==> src/rtl/fpdec_pkg.sv <==
package fpdec_pkg;
  parameter int OPW_W  = 16;
  parameter int ID_W   = 8;
  parameter int BYTE_W = 4;
  parameter int CYC_W  = 8;
  parameter int FREG_W = 3;

  localparam logic [ID_W-1:0]   ID_CONV  = 8'h3E;
  localparam logic [ID_W-1:0]   ID_ARITH = 8'hBE;
  localparam logic [BYTE_W-1:0] LEN_SGL  = BYTE_W'(4);
  localparam logic [BYTE_W-1:0] LEN_DBL  = BYTE_W'(8);

  typedef struct packed {
    logic                match;
    logic                illegal;
    logic [BYTE_W-1:0]   s1_bytes;
    logic [BYTE_W-1:0]   s2_bytes;
    logic [BYTE_W-1:0]   res_bytes;
    logic                s1_reg;
    logic                s2_reg;
    logic                res_reg;
    logic [FREG_W-1:0]   s1_idx;
    logic [FREG_W-1:0]   s1_pair;
    logic [FREG_W-1:0]   d_idx;
    logic [FREG_W-1:0]   d_pair;
    logic [CYC_W-1:0]    cycles;
  } dec_t;
endpackage

==> src/rtl/fpdec_conv.sv <==
module fpdec_conv
  import fpdec_pkg::*;
(
  input  logic [OPW_W-1:0]  opword_i,
  output logic [BYTE_W-1:0] s1_bytes_o,
  output logic [BYTE_W-1:0] res_bytes_o,
  output logic              s1_fp_o,
  output logic              res_fp_o,
  output logic [CYC_W-1:0]  cycles_o
);
  logic [2:0]        op;
  logic [BYTE_W-1:0] flen;
  logic [BYTE_W-1:0] ilen;
  logic              mem1;

  assign op   = opword_i[5:3];
  assign flen = opword_i[2] ? LEN_SGL : LEN_DBL;
  assign ilen = BYTE_W'(opword_i[1:0]) + BYTE_W'(1);
  assign mem1 = |opword_i[15:14];

  always_comb begin
    s1_bytes_o  = '0;
    res_bytes_o = '0;
    cycles_o    = '0;
    unique case (op)
      3'd0: begin s1_bytes_o = ilen;    res_bytes_o = flen; cycles_o = CYC_W'(53); end
      3'd1: begin s1_bytes_o = LEN_SGL;                     cycles_o = CYC_W'(18); end
      3'd2: begin s1_bytes_o = LEN_DBL; res_bytes_o = flen; cycles_o = mem1 ? CYC_W'(23) : CYC_W'(27); end
      3'd3: begin s1_bytes_o = LEN_SGL; res_bytes_o = flen; cycles_o = mem1 ? CYC_W'(22) : CYC_W'(26); end
      3'd6: begin                       res_bytes_o = LEN_SGL; cycles_o = CYC_W'(13); end
      default: begin // round, truncate, floor
        s1_bytes_o  = flen;
        res_bytes_o = ilen;
        cycles_o    = mem1 ? CYC_W'(53) : CYC_W'(66);
      end
    endcase
  end

  // integer sources and integer results never touch the float file
  assign s1_fp_o  = (op > 3'd1);
  assign res_fp_o = (op < 3'd4);
endmodule

==> src/rtl/fpdec_arith.sv <==
module fpdec_arith
  import fpdec_pkg::*;
(
  input  logic [OPW_W-1:0]  opword_i,
  output logic [BYTE_W-1:0] s1_bytes_o,
  output logic [BYTE_W-1:0] s2_bytes_o,
  output logic [BYTE_W-1:0] res_bytes_o,
  output logic              illegal_o,
  output logic [CYC_W-1:0]  cycles_o
);
  logic [3:0]        op;
  logic              sgl;
  logic [BYTE_W-1:0] flen;
  logic              mem1;
  logic              any_mem;
  logic              defined;

  assign op      = opword_i[5:2];
  assign sgl     = opword_i[0];
  assign flen    = sgl ? LEN_SGL : LEN_DBL;
  assign mem1    = |opword_i[15:14];
  assign any_mem = mem1 | (|opword_i[10:9]);

  always_comb begin
    defined  = 1'b1;
    cycles_o = '0;
    unique case (op)
      4'd0, 4'd4: cycles_o = any_mem ? CYC_W'(70) : CYC_W'(74);
      4'd1:       cycles_o = mem1 ? CYC_W'(23) : CYC_W'(27);
      4'd2:       cycles_o = any_mem ? CYC_W'(45) : CYC_W'(49);
      4'd5, 4'd13: cycles_o = mem1 ? CYC_W'(20) : CYC_W'(24);
      4'd8:  cycles_o = (any_mem ? CYC_W'(55) : CYC_W'(59)) + (sgl ? CYC_W'(30) : CYC_W'(60));
      4'd12: cycles_o = (any_mem ? CYC_W'(30) : CYC_W'(34)) + (sgl ? CYC_W'(14) : CYC_W'(28));
      default: defined = 1'b0;
    endcase
  end

  assign illegal_o   = ~defined;
  assign s1_bytes_o  = defined ? flen : '0;
  assign s2_bytes_o  = (defined && !op[0]) ? flen : '0;
  assign res_bytes_o = (defined && op != 4'd2) ? flen : '0;
endmodule

==> src/rtl/fpdec_regsel.sv <==
module fpdec_regsel
  import fpdec_pkg::*;
(
  input  logic [OPW_W-1:0]  opword_i,
  input  logic [BYTE_W-1:0] s1_bytes_i,
  input  logic [BYTE_W-1:0] s2_bytes_i,
  input  logic [BYTE_W-1:0] res_bytes_i,
  input  logic              s1_fp_i,
  input  logic              res_fp_i,
  output logic              s1_reg_o,
  output logic              s2_reg_o,
  output logic              res_reg_o,
  output logic [FREG_W-1:0] s1_idx_o,
  output logic [FREG_W-1:0] s1_pair_o,
  output logic [FREG_W-1:0] d_idx_o,
  output logic [FREG_W-1:0] d_pair_o
);
  localparam int NFIELD = 2;
  // field 0: source 1 (mode 15:14, index 13:11); field 1: source 2/result (mode 10:9, index 8:6)
  localparam int IDX_LSB [NFIELD] = '{11, 6};
  localparam int MOD_LSB [NFIELD] = '{14, 9};

  logic [NFIELD-1:0]       is_reg;
  logic [FREG_W-1:0]       idx  [NFIELD];
  logic [FREG_W-1:0]       pair [NFIELD];

  for (genvar g = 0; g < NFIELD; g++) begin : g_field
    assign is_reg[g] = ~|opword_i[MOD_LSB[g] +: 2];
    assign idx[g]    = opword_i[IDX_LSB[g] +: FREG_W];
    assign pair[g]   = idx[g] ^ FREG_W'(1);
  end

  assign s1_reg_o  = is_reg[0] && s1_fp_i && (s1_bytes_i != '0);
  assign s2_reg_o  = is_reg[1] && (s2_bytes_i != '0);
  assign res_reg_o = is_reg[1] && res_fp_i && (res_bytes_i != '0);
  assign s1_idx_o  = idx[0];
  assign s1_pair_o = pair[0];
  assign d_idx_o   = idx[1];
  assign d_pair_o  = pair[1];
endmodule

==> src/rtl/fpu_opdec.sv <==
module fpu_opdec
  import fpdec_pkg::*;
(
  input  logic              clk_i,
  input  logic              rst_ni,
  input  logic [ID_W-1:0]   id_i,
  input  logic [OPW_W-1:0]  opword_i,
  output logic              match_o,
  output logic              illegal_o,
  output logic [BYTE_W-1:0] src1_bytes_o,
  output logic [BYTE_W-1:0] src2_bytes_o,
  output logic [BYTE_W-1:0] res_bytes_o,
  output logic              src1_in_reg_o,
  output logic              src2_in_reg_o,
  output logic              res_in_reg_o,
  output logic [FREG_W-1:0] src1_reg_o,
  output logic [FREG_W-1:0] src1_pair_o,
  output logic [FREG_W-1:0] dst_reg_o,
  output logic [FREG_W-1:0] dst_pair_o,
  output logic [CYC_W-1:0]  cycles_o
);
  logic is_conv, is_arith;
  assign is_conv  = (id_i == ID_CONV);
  assign is_arith = (id_i == ID_ARITH);

  logic [BYTE_W-1:0] c_s1, c_res, a_s1, a_s2, a_res;
  logic              c_s1_fp, c_res_fp, a_ill;
  logic [CYC_W-1:0]  c_cyc, a_cyc;

  fpdec_conv u_conv (
    .opword_i    (opword_i),
    .s1_bytes_o  (c_s1),
    .res_bytes_o (c_res),
    .s1_fp_o     (c_s1_fp),
    .res_fp_o    (c_res_fp),
    .cycles_o    (c_cyc)
  );

  fpdec_arith u_arith (
    .opword_i    (opword_i),
    .s1_bytes_o  (a_s1),
    .s2_bytes_o  (a_s2),
    .res_bytes_o (a_res),
    .illegal_o   (a_ill),
    .cycles_o    (a_cyc)
  );

  logic [BYTE_W-1:0] m_s1, m_s2, m_res;
  logic              m_s1_fp, m_res_fp, m_ill;
  logic [CYC_W-1:0]  m_cyc;

  always_comb begin
    m_s1 = '0; m_s2 = '0; m_res = '0;
    m_s1_fp = 1'b0; m_res_fp = 1'b0; m_ill = 1'b0; m_cyc = '0;
    if (is_conv) begin
      m_s1 = c_s1; m_res = c_res; m_s1_fp = c_s1_fp; m_res_fp = c_res_fp; m_cyc = c_cyc;
    end else if (is_arith) begin
      m_s1 = a_s1; m_s2 = a_s2; m_res = a_res; m_s1_fp = 1'b1; m_res_fp = 1'b1;
      m_ill = a_ill; m_cyc = a_cyc;
    end
  end

  dec_t nxt, cur;

  fpdec_regsel u_regsel (
    .opword_i    (opword_i),
    .s1_bytes_i  (m_s1),
    .s2_bytes_i  (m_s2),
    .res_bytes_i (m_res),
    .s1_fp_i     (m_s1_fp),
    .res_fp_i    (m_res_fp),
    .s1_reg_o    (nxt.s1_reg),
    .s2_reg_o    (nxt.s2_reg),
    .res_reg_o   (nxt.res_reg),
    .s1_idx_o    (nxt.s1_idx),
    .s1_pair_o   (nxt.s1_pair),
    .d_idx_o     (nxt.d_idx),
    .d_pair_o    (nxt.d_pair)
  );

  assign nxt.match     = is_conv | is_arith;
  assign nxt.illegal   = m_ill;
  assign nxt.s1_bytes  = m_s1;
  assign nxt.s2_bytes  = m_s2;
  assign nxt.res_bytes = m_res;
  assign nxt.cycles    = m_cyc;

  always_ff @(posedge clk_i or negedge rst_ni) begin
    if (!rst_ni) cur <= '0;
    else         cur <= nxt;
  end

  assign match_o       = cur.match;
  assign illegal_o     = cur.illegal;
  assign src1_bytes_o  = cur.s1_bytes;
  assign src2_bytes_o  = cur.s2_bytes;
  assign res_bytes_o   = cur.res_bytes;
  assign src1_in_reg_o = cur.s1_reg;
  assign src2_in_reg_o = cur.s2_reg;
  assign res_in_reg_o  = cur.res_reg;
  assign src1_reg_o    = cur.s1_idx;
  assign src1_pair_o   = cur.s1_pair;
  assign dst_reg_o     = cur.d_idx;
  assign dst_pair_o    = cur.d_pair;
  assign cycles_o      = cur.cycles;
endmodule

==> config.mk <==
export PLATFORM = sky130hd
export DESIGN_NAME = fpu_opdec
export DESIGN_NICKNAME = d
export VERILOG_FILES = /design/src/rtl/fpdec_pkg.sv /design/src/rtl/fpdec_conv.sv /design/src/rtl/fpdec_arith.sv /design/src/rtl/fpdec_regsel.sv /design/src/rtl/fpu_opdec.sv
export SDC_FILE = /design/constraint.sdc
export NUM_CORES = 1
export LEC_CHECK = 0
export ABC_CLOCK_PERIOD_IN_PS = 800
export BUFFER_PORTS_ARGS = -buffer_cell sky130_fd_sc_hd__clkbuf_2
export CAP_MARGIN = 20
export CORE_UTILIZATION = 48
export DETAILED_ROUTE_END_ITERATION = 7
export HOLD_SLACK_MARGIN = 0.06
export PLACE_DENSITY_LB_ADDON = 0.3
export SLEW_MARGIN = 0
export SYNTH_ARGS = -nofsm -noshare
export SYNTH_HDL_FRONTEND = slang
export SYNTH_SLANG_ARGS = --single-unit
==> constraint.sdc <==
create_clock -name clk_i -period 0.8 [get_ports clk_i]
set_input_delay 0.16 -clock clk_i [delete_from_list [all_inputs] [get_ports clk_i]]
set_output_delay 0.16 -clock clk_i [all_outputs]
set_load 0.02 [all_outputs]
==> flow_metrics.env, run 1 <==
export IMPL_cts_sinks=30
export IMPL_die_height_um=59.6
export IMPL_syn_area_per_cell_um2=9.30
export IMPL_clockBufferDepth=2
export IMPL_ys_warn_count=0
export IMPL_synthesis_area_um2=1590
export IMPL_repair_timing_grt_worst_ep="cycles_o[5]$_DFF_PN0_/D"
export IMPL_synth_cells=171
export IMPL_place_hpwl_um=3390
export IMPL_status="aborted with a tool error"
export IMPL_io_pins=63
export IMPL_yosysTopAreaCell="dfrtp_1"
export IMPL_error_line="[ERROR DPL-0038] Utilization greater than 100%, impossible to legalize"
export IMPL_h_tree_depth=2
export IMPL_synth_ff_type="dfrtp_1"
export IMPL_fp_dieW_um=59.6
export IMPL_initial_core_util=0.512
export IMPL_grt_max_degree=31
export IMPL_async_flop_share=1.00
export IMPL_ys_seq_area_frac=0.472
export IMPL_synth_common_cells="dfrtp_1, nor2_1, a21oi_1, o21ai_0, inv_1"
export IMPL_synth_edf_count=0
export IMPL_rows=20
export IMPL_synth_seq_cells=30
export IMPL_synth_distinct_cells=41
export IMPL_worst_endpoint_kind="register data pin"
export IMPL_cts_buffers_inserted=5
export IMPL_globalplace_congestion=0.860
export IMPL_failed_stage="global routing (5_1_grt)"
export IMPL_cts_root_buf="clkbuf_4"
export IMPL_synth_most_common_cell="dfrtp_1"
export IMPL_io_buffers=59
export IMPL_netlist_top_cells_area="dfrtp_1, nor2_1, a21oi_1"
export IMPL_synth_top_area_share=0.472
logic make-up after synthesis:
kind of cell,count (synthesis),share of synthesized area
simple gates,54,0.187
fa+ha+maj,3,0.0236
compound gates,51,0.213
flops,30,0.472
other cells,1,0.00236
xor+xnor,2,0.0110
buf+inv,30,0.0905
what timing repair did:
action,4_1_cts
resized for setup,33
endpoints found under the hold margin,38
hold buffers,7
pin swaps,12
endpoints found under the setup margin,55
setup buffers,6
gates cloned,1
metrics by stage:
step | setup TNS, ns | cell area (µm²) | instances | setup WS [ns] | hold WS [ns]
floorplan | -6.00 | 1780 | 173 | -0.624 | -0.136
global placement | -9.91 | 2330 | 304 | -0.678 | 0.118
detailed placement | -10.50 | 2330 | 304 | -0.732 | 0.140
CTS | -9.40 | 2720 | 326 | -0.314 | 0.137
==> run 2: changes to the inputs <==
--- a/config.mk
+++ b/config.mk
@@ -8,10 +8,9 @@
 export ABC_CLOCK_PERIOD_IN_PS = 800
 export BUFFER_PORTS_ARGS = -buffer_cell sky130_fd_sc_hd__clkbuf_2
 export CAP_MARGIN = 20
-export CORE_UTILIZATION = 48
+export CORE_UTILIZATION = 40
 export DETAILED_ROUTE_END_ITERATION = 7
-export HOLD_SLACK_MARGIN = 0.06
-export PLACE_DENSITY_LB_ADDON = 0.3
+export PLACE_DENSITY_LB_ADDON = 0.15
 export SLEW_MARGIN = 0
 export SYNTH_ARGS = -nofsm -noshare
 export SYNTH_HDL_FRONTEND = slang
==> run 2 against run 1 <==
Compared with the run above: the flow now finishes, with violations (setup timing); synthesized cell count unchanged; synthesized area unchanged.
==> flow_metrics.env, run 2 <==
export IMPL_status="finished with violations"
export IMPL_violations="setup timing"
export IMPL_die_area_um2=4230
export IMPL_initial_core_util=0.425
export IMPL_final_nets=317
export IMPL_final_util=0.851
export IMPL_synth_most_common_cell="dfrtp_1"
export IMPL_final_setup_worst_slack_ns=-0.471
export IMPL_final_antenna_net_count=0
export IMPL_sequentialPowerShare=0.399
export IMPL_fin_crit_sh=1.59
export IMPL_switchingPower_mw=1.21
export IMPL_setup_viol=55
export IMPL_globalplace_congestion=0.897
export IMPL_switching_share=0.310
export IMPL_cts_tree="built"
export IMPL_antenna_found_initial=0
export IMPL_cts_sinks=30
export IMPL_syn_to_final_growth_pct=100
export IMPL_synthXorXnorAreaFrac=0.0110
export IMPL_synth_cells=171
export IMPL_synth_distinct_cells=41
export IMPL_layout_drive_gt1_share=0.622
export IMPL_internal_power_mw=2.70
export IMPL_first_global_vias=1714
export IMPL_viasPerCell=5.67
export IMPL_drt_iter0_drc=179
export IMPL_place_hpwl_um=3600
export IMPL_final_cell_mix="buf_6, buf_4, dfrtp_1, clkbuf_2, nor2_1"
export IMPL_synth_ff_type="dfrtp_1"
export IMPL_grt_usage=0.259
export IMPL_p_leak_nw=1.50
export IMPL_coreArea_um2=3740
export IMPL_cts_buffers_inserted=5
export IMPL_hold_class="primary input to flop"
export IMPL_synth_top_family_by_area="compound AO/OA/AOI/OAI gates"
export IMPL_netlist_top_cells_area="dfrtp_1, nor2_1, a21oi_1"
export IMPL_synth_compound_area_frac=0.213
export IMPL_synth_edf_count=0
export IMPL_synthesis_area_um2=1590
export IMPL_vias=1906
export IMPL_syn_area_per_cell_um2=9.30
export IMPL_async_flop_share=1.00
export IMPL_num_antenna_cells=0
export IMPL_synth_seq_cells=30
export IMPL_cts_root_buf="clkbuf_8"
export IMPL_rows=22
export IMPL_io_pins=63
export IMPL_synth_common_cells="dfrtp_1, nor2_1, a21oi_1, o21ai_0, inv_1"
export IMPL_io_buffers=59
export IMPL_largest_reg_flops=7
export IMPL_final_area_um2=3190
export IMPL_max_freq_mhz=787
export IMPL_drv_cap=0
export IMPL_peakVddDrop_uv=837
export IMPL_clockBufferDepth=2
export IMPL_die_height_um=65.1
export IMPL_synthMuxAreaShare=0
export IMPL_final_common_cell="buf_6"
export IMPL_synth_simple_area_share=0.187
export IMPL_timing_final_crit_period_ns=1.27
export IMPL_comb_power_share=0.291
export IMPL_fp_dieW_um=65.1
export IMPL_clkTransAtPathRegs_ns=0.07
export IMPL_ys_seq_area_frac=0.472
export IMPL_regArea_um2=751
export IMPL_powerDensity_nw_per_um2=1230
export IMPL_place_ws_ns=-0.695
export IMPL_h_tree_depth=2
export IMPL_end_kind="flop"
export IMPL_place_area_um2=2330
export IMPL_drc_errors=0
export IMPL_ys_warn_count=0
export IMPL_synth_fa_ha_area_frac=0.0236
export IMPL_multi_input_area_um2=1010
export IMPL_n_fill_cell=203
export IMPL_path_max_fanout=5
export IMPL_grt_pass1_wl_um=8100
export IMPL_drt_total_wl_um=6590
export IMPL_worstSetupStartpointType="primary input"
export IMPL_critical_path_class="primary input to flop"
export IMPL_pwr_share_clk=0.310
export IMPL_crit_required_ns=0.97
export IMPL_critPathArrivalTime_ns=1.44
export IMPL_drt_first_pass_iters=5
export IMPL_slew_violations=0
export IMPL_rsz0062_at_grt="yes"
export IMPL_overflow=0
export IMPL_avgRoutedWirePerCell_um=19.6
export IMPL_hold_viol=0
export IMPL_grt_max_degree=22
export IMPL_synth_top_area_share=0.472
export IMPL_yosysTopAreaCell="dfrtp_1"
==> run 2: cell counts after synthesis <==
Identical to the previous run, type by type.
==> run 2: per-layer routing <==
layer,vias up,track usage,part of all wire
met3,19,0.0387,0.082
met4,0,0.117,0.030
met1,928,0.316,0.36
met5,-,0,0
li1,841,-,-
met2,118,0.447,0.53
==> run 2: final cells by class <==
cell class | instances | area share
well taps | 48 | 0.0188
clock inverters | 2 | 0.00314
multi-input cells | 113 | 0.316
inverters | 11 | 0.0161
clock buffers | 5 | 0.0216
repair buffers | 127 | 0.389
flip-flops and latches | 30 | 0.236
==> run 2: power groups by stage <==
stage                     Combinational, mW  Sequential, mW  Clock [mW]
after CTS                             0.943            1.55        1.16
after global routing                   1.20            1.56        1.27
after detailed placement              0.783            1.58           0
after global placement                0.775            1.57           0
final                                  1.14            1.56        1.21
after floorplan                       0.425            1.61           0
==> run 2: cells by family after synthesis <==
family	after synthesis
AND/OR/NAND/NOR	54
AO/OA/AOI/OAI	51
buffers and inverters	30
flip-flops	30
adder cells (fa/ha/maj)	3
XOR/XNOR	2
other	1
==> run 2: metrics by stage <==
step                      std cells  hold slack (ns)  power (mW)  TNS, ns
after floorplan                 173           -0.136        2.03    -6.00
after detailed placement        308           0.0511        2.36   -10.08
after global placement          308           0.0403        2.35    -9.77
final                           336           0.0152        3.91    -9.66
after global routing            336           0.0124        4.03   -11.25
after CTS                       333          0.00452        3.66    -8.65
==> run 2: timing repair <==
| item | 4_1_cts | 5_1_grt |
|---|---|---|
| buffers inserted | 13 | 4 |
| pin swaps | 14 | 21 |
| resized for setup | 48 | 146 |
| endpoints found under the hold margin | 14 | 0 |
| endpoints found under the setup margin | 55 | 56 |
| hold buffers | 6 | 0 |
==> run 2: worst max-delay path: stages <==
cell,delay (ns)
buf_6,0.10
nor4_4,0.31
buf_4,0.18
buf_4,0.14
a32o_1,0.15
a211oi_2,0.07
o32ai_1,0.32
==> run 2: path summary, 6_finish.rpt <==
kind	from	end	slack, ns	cells past startpoint
min in group asynchronous	rst_ni	src1_bytes_o[3]	0.30	2
max in group asynchronous	rst_ni	res_bytes_o[0]	0.08	3
hold / removal	opword_i[6]	dst_reg_o[0]	0.02	1
setup / recovery	opword_i[9]	cycles_o[3]	-0.47	7
Power figures use the tool's default switching activity.
